$ cat src/rtl/lane_srl_pkg.sv
package lane_srl_pkg;
    parameter int LANE_W   = 32;
    parameter int LANES    = 4;
    parameter int VEC_W    = LANE_W * LANES;
    parameter int CNT_W    = 64;
    parameter int IMM_W    = 8;
    localparam int SH_W    = $clog2(LANE_W);

    typedef logic [LANE_W-1:0] lane_t;
    typedef logic [CNT_W-1:0]  cnt_t;

    typedef enum logic {SRC_VEC = 1'b0, SRC_IMM = 1'b1} cnt_src_e;

    typedef struct packed {
        logic            zero_all;
        logic [SH_W-1:0] amt;
    } shamt_t;

    function automatic shamt_t decode_cnt(input cnt_t c);
        shamt_t s;
        s.zero_all = (c > cnt_t'(LANE_W - 1));
        s.amt      = c[SH_W-1:0];
        return s;
    endfunction
endpackage

$ cat src/rtl/lane_srl_cnt.sv
module lane_srl_cnt
    import lane_srl_pkg::*;
(
    input  logic [VEC_W-1:0] cnt_vec_i,
    input  logic [IMM_W-1:0] cnt_imm_i,
    input  cnt_src_e         src_i,
    output shamt_t           sh_o
);
    cnt_t cnt;

    always_comb begin
        if (src_i == SRC_IMM) cnt = cnt_t'(cnt_imm_i);
        else                  cnt = cnt_vec_i[CNT_W-1:0];
    end

    assign sh_o = decode_cnt(cnt);

    always_comb begin
        assert_saturate_R5: assert (!(cnt >= cnt_t'(LANE_W)) || sh_o.zero_all)
            else $error("R5 count above lane width not saturating");
    end
endmodule

$ cat src/rtl/lane_srl_lane.sv
module lane_srl_lane
    import lane_srl_pkg::*;
(
    input  lane_t  lane_i,
    input  shamt_t sh_i,
    output lane_t  lane_o
);
    lane_t stage [SH_W+1];

    assign stage[0] = lane_i;

    generate
        for (genvar b = 0; b < SH_W; b++) begin : g_stage
            assign stage[b+1] = sh_i.amt[b] ? (stage[b] >> (1 << b)) : stage[b];
        end
    endgenerate

    assign lane_o = sh_i.zero_all ? '0 : stage[SH_W];

    always_comb begin
        assert_zero_pass_R7: assert (sh_i.zero_all || sh_i.amt != '0 || lane_o == lane_i)
            else $error("R7 zero count altered lane");
    end
endmodule

$ cat src/rtl/lane_srl.sv
module lane_srl
    import lane_srl_pkg::*;
(
    input  logic               clk,
    input  logic               rst,
    input  logic               in_vld_i,
    input  logic [VEC_W-1:0]   data_i,
    input  logic [VEC_W-1:0]   cnt_vec_i,
    input  logic [IMM_W-1:0]   cnt_imm_i,
    input  logic               cnt_sel_imm,
    output logic               res_vld_o,
    output logic [VEC_W-1:0]   res_o
);
    shamt_t           sh;
    logic [VEC_W-1:0] shifted;

    lane_srl_cnt u_cnt (
        .cnt_vec_i (cnt_vec_i),
        .cnt_imm_i (cnt_imm_i),
        .src_i     (cnt_src_e'(cnt_sel_imm)),
        .sh_o      (sh)
    );

    generate
        for (genvar l = 0; l < LANES; l++) begin : g_lane
            lane_srl_lane u_lane (
                .lane_i (data_i[l*LANE_W +: LANE_W]),
                .sh_i   (sh),
                .lane_o (shifted[l*LANE_W +: LANE_W])
            );
        end
    endgenerate

    always_ff @(posedge clk) begin
        if (rst) res_vld_o <= 1'b0;
        else     res_vld_o <= in_vld_i;
    end

    always_ff @(posedge clk) begin
        if (in_vld_i) res_o <= shifted;
    end

    assert_vld_delay_R8: assert property (@(posedge clk) disable iff (rst)
        in_vld_i |=> res_vld_o);
    assert_vld_drop_R8: assert property (@(posedge clk) disable iff (rst)
        !in_vld_i |=> !res_vld_o);
    assert_imm_big_R5: assert property (@(posedge clk) disable iff (rst)
        (in_vld_i && cnt_sel_imm && cnt_imm_i > 8'd31) |=> res_o == '0);
    assert_vec_big_R5: assert property (@(posedge clk) disable iff (rst)
        (in_vld_i && !cnt_sel_imm && cnt_vec_i[63:5] != '0) |=> res_o == '0);
    assert_lane_hold_R6: assert property (@(posedge clk) disable iff (rst)
        !in_vld_i |=> $stable(res_o));
endmodule

$ cat config.mk
export PLATFORM = sky130hd
export DESIGN_NAME = lane_srl
export DESIGN_NICKNAME = d
export VERILOG_FILES = /design/src/rtl/lane_srl_pkg.sv /design/src/rtl/lane_srl_cnt.sv /design/src/rtl/lane_srl_lane.sv /design/src/rtl/lane_srl.sv
export SDC_FILE = /design/constraint.sdc
export NUM_CORES = 1
export LEC_CHECK = 0
export BUFFER_PORTS_ARGS = -buffer_cell sky130_fd_sc_hd__buf_4
export CORE_AREA = 2 2 155 157
export DETAILED_ROUTE_END_ITERATION = 8
export DIE_AREA = 0 0 157 159
export HOLD_SLACK_MARGIN = 0.02
export PLACE_DENSITY_LB_ADDON = 0.3
export SLEW_MARGIN = 10
export SYNTH_ARGS = -nofsm -noshare
export SYNTH_HDL_FRONTEND = slang
export SYNTH_HIERARCHICAL = 1
export SYNTH_SLANG_ARGS = --single-unit
$ cat constraint.sdc
create_clock -name clk -period 3.1 [get_ports clk]
set_input_delay 0.31 -clock clk [delete_from_list [all_inputs] [get_ports clk]]
set_output_delay 0.31 -clock clk [all_outputs]
set_load 0.005 [all_outputs]
==> flow_summary.toml <==
[power_and_ir_drop]
fin_total_pwr_mw = 5.92
power.density_cell_area_nw_per_um2 = 407
maximum_vdd_drop_uv = 351
power_leakage_nw = 5.68

[setup_path]
critPathTopFamily = "simple AND/OR/NAND/NOR gates"
arrival_ns = 2.74
cp_slowest_stage_delay_ns = 0.44
worstSetupEndpointType = "register"
worstPathCellList = "buf_4 -> nor4_1 -> nand3_1 -> nor4_1 -> nor2_2 -> or3_1 -> nor2_1 -> a22oi_1 -> o211ai_1"
worst-path-max-fanout = 19
critPathRequiredTime_ns = 3.34
cp_num_buf_inv = 1
critical_path.startpoint = "cnt_vec_i[26]"
worst_path_max_delay_cell = "or3_1"
timing_worst_setup_path_type = "in -> reg"
critical_path.most_common_cell = "nor4_1"
worst_setup_path_start_kind = "input pin"

[final_layout]
instances_no_fill = 1574
fin_area_um2 = 14500
area_growth_pct = 32.5
num_antenna_cells = 0
nets = 1511
layout-drive-gt1-share_pct = 46.5

[placement]
gp_routability_congestion = 0.949
portBuffers = 332
placedCellCount = 1543
place_hpwl_um = 27900
placed_area_um2 = 13900

[detailed_routing]
drtAntennaViolNets = 0
route.final.wire_length_um = 35300
wire_per_inst_um = 22.4
firstDrtPassIters = 5
drc_violations_left = 0
viasPerCell = 6.23
drt-initial-drc-count = 723
dr_total_vias = 9803

[yosys]
synth_cells = 906
leading_post_synthesis_cells_by_cell_area = "edfxtp_1 (35%), mux4_2 (20%), mux2i_1 (6.9%)"
postSynth.asyncResetShare_pct = 0
netlist.area_leader.share_pct = 35.0
yosys_most_used_dff = "edfxtp_1"
synth.avg_cell_area_um2 = 12.1
ys_seq_area_share_pct = 35.2
synth_cell_type_count = 53
top_cell_type_by_total_area_after_synthesis = "edfxtp_1"
yosys_register_bits = 129
number_of_enable_type_register_cells_in_the_synthesized_netlist = 128
post-synth-top-count-cell = "edfxtp_1"
synth_top_cells_by_count = "edfxtp_1 (128), mux4_2 (96), nor2_1 (89)"
yosys_warnings = 6
postSynthNetCount = 1174
synthesis.area_um2 = 11000

[global_route]
first_global_vias = 9755
grt_first_pass_wirelength_um = 54300
antenna_found_initial = 0
grt-ovfl-total = 0
global_route_usage_over_all_layers_pct = 28.0
largest_net_degree_at_the_start_of_global_routing = 59

[clocking]
cts_hold_repair.buffers = 0
cts_setup_buffers = 0
tritoncts = "done"
cts_max_level = 4
clk_transition_reported_paths_ns = 0.05
cts.repair.resized = 0
cts_inserted_buffers = 17
cts.sinks = 129
clockBufferDepth = 2
root_buffer_master = "clkbuf_16"

[timing]
timing.final.crit_period_ns = 2.50
timing.max_slew.rel_slack_pct = 40.7
finalSetupViolCount = 0
final-hold-violation-count = 0
setup_total_negative_slack_ns = 0
hold-worst-slack_ns = 0.0681
drv_slew = 0
tightest_slew_ns = 0.889
max_freq_mhz = 400
final.period_utilization_pct = 80.6
rsz_0062_raised_after_global_routing = "false"

[floorplanning]
core.rowCount = 56
floorplan.die_area_um2 = 25000
die_height_um = 159
core_area_um2 = 23200
start_util_pct = 47.3
boundaryPins = 397
die_width_um = 157

[min_path]
min_path_type = "in -> reg"
worst_hold_path.endpoint = "res_vld_o"
hp-start = "rst"
min_path_cells = 2

[run_status]
run_status = "finished clean"

[flow_run]
cap_violations = 0
-- cell families (layout without fill, tap and decap cells) --
group / count (synthesis) / in the layout / share of synthesized area, %
AO/OA/AOI/OAI: 212 / 212 / 14.5
buffers and inverters: 85 / 434 / 4.67
multiplexers: 233 / 233 / 34.4
AND/OR/NAND/NOR: 247 / 247 / 11.2
flip-flops: 129 / 129 / 35.2
-- flip-flops by register name, summed over array words and instances (netlist names) --
signal,cells
res_o,128
res_vld_o,1
-- per-layer routing --
metal,vias up,track usage [%],part of all wire [%]
li1,4419,-,-
met1,4776,36.7,40
met2,543,47.8,50
met3,65,2.26,6.5
met4,0,11.8,3.4
met5,-,0,0
-- cell usage in the layout (no fill, tap or decap), types with 5 or more instances in the layout --
cell,instances
inv_1,8
a211oi_1,16
buf_4,390
buf_12,5
mux2_2,34
o211ai_1,24
nor2b_1,8
o22ai_1,8
edfxtp_1,128
nor4_1,13
o21ai_1,12
mux2i_1,76
nand3b_1,12
o221ai_1,16
mux4_1,8
mux2_4,10
mux4_2,96
nand2b_1,8
nand2_1,56
a21oi_1,8
nor2_1,88
nand3_1,9
clkbuf_16,17
and2_1,12
o21ai_0,20
a22oi_1,48
nor3_1,8
o22a_1,20
-- worst max-delay path by stage --
stage               depth (start not counted)         to  slack [ns]
global route                                9  res_o[37]        0.46
CTS                                         9  res_o[32]        0.62
floorplan                                  10  res_o[35]        0.59
detailed placement                          9  res_o[32]        0.19
finish                                      9  res_o[64]        0.60
global placement                            8  res_o[15]        0.23
-- report_power, final --
part           switching [mW]  internal [mW]
sequential             0.0364           2.03
clock                   0.709           1.33
combinational           0.896          0.920
-- through the flow --
stage               worst slack [ns]  utilization (%)
floorplan                      0.592                -
global placement               0.228             60.1
detailed placement             0.189             60.1
CTS                            0.616             62.7
global route                   0.465             62.7
finish                         0.603             62.7
-- final cells by class --
cell class                      instances  area (um2)
Clock buffer                           19         433
Clock inverter                         12         166
Timing Repair Buffer                  395        3030
Multi-Input combinational cell        692        6620
Inverter                                8        30.0
Tap cell                              319         399
Fill cell                            1842        8660
Sequential cell                       129        3860
Power figures use the tool's default switching activity.
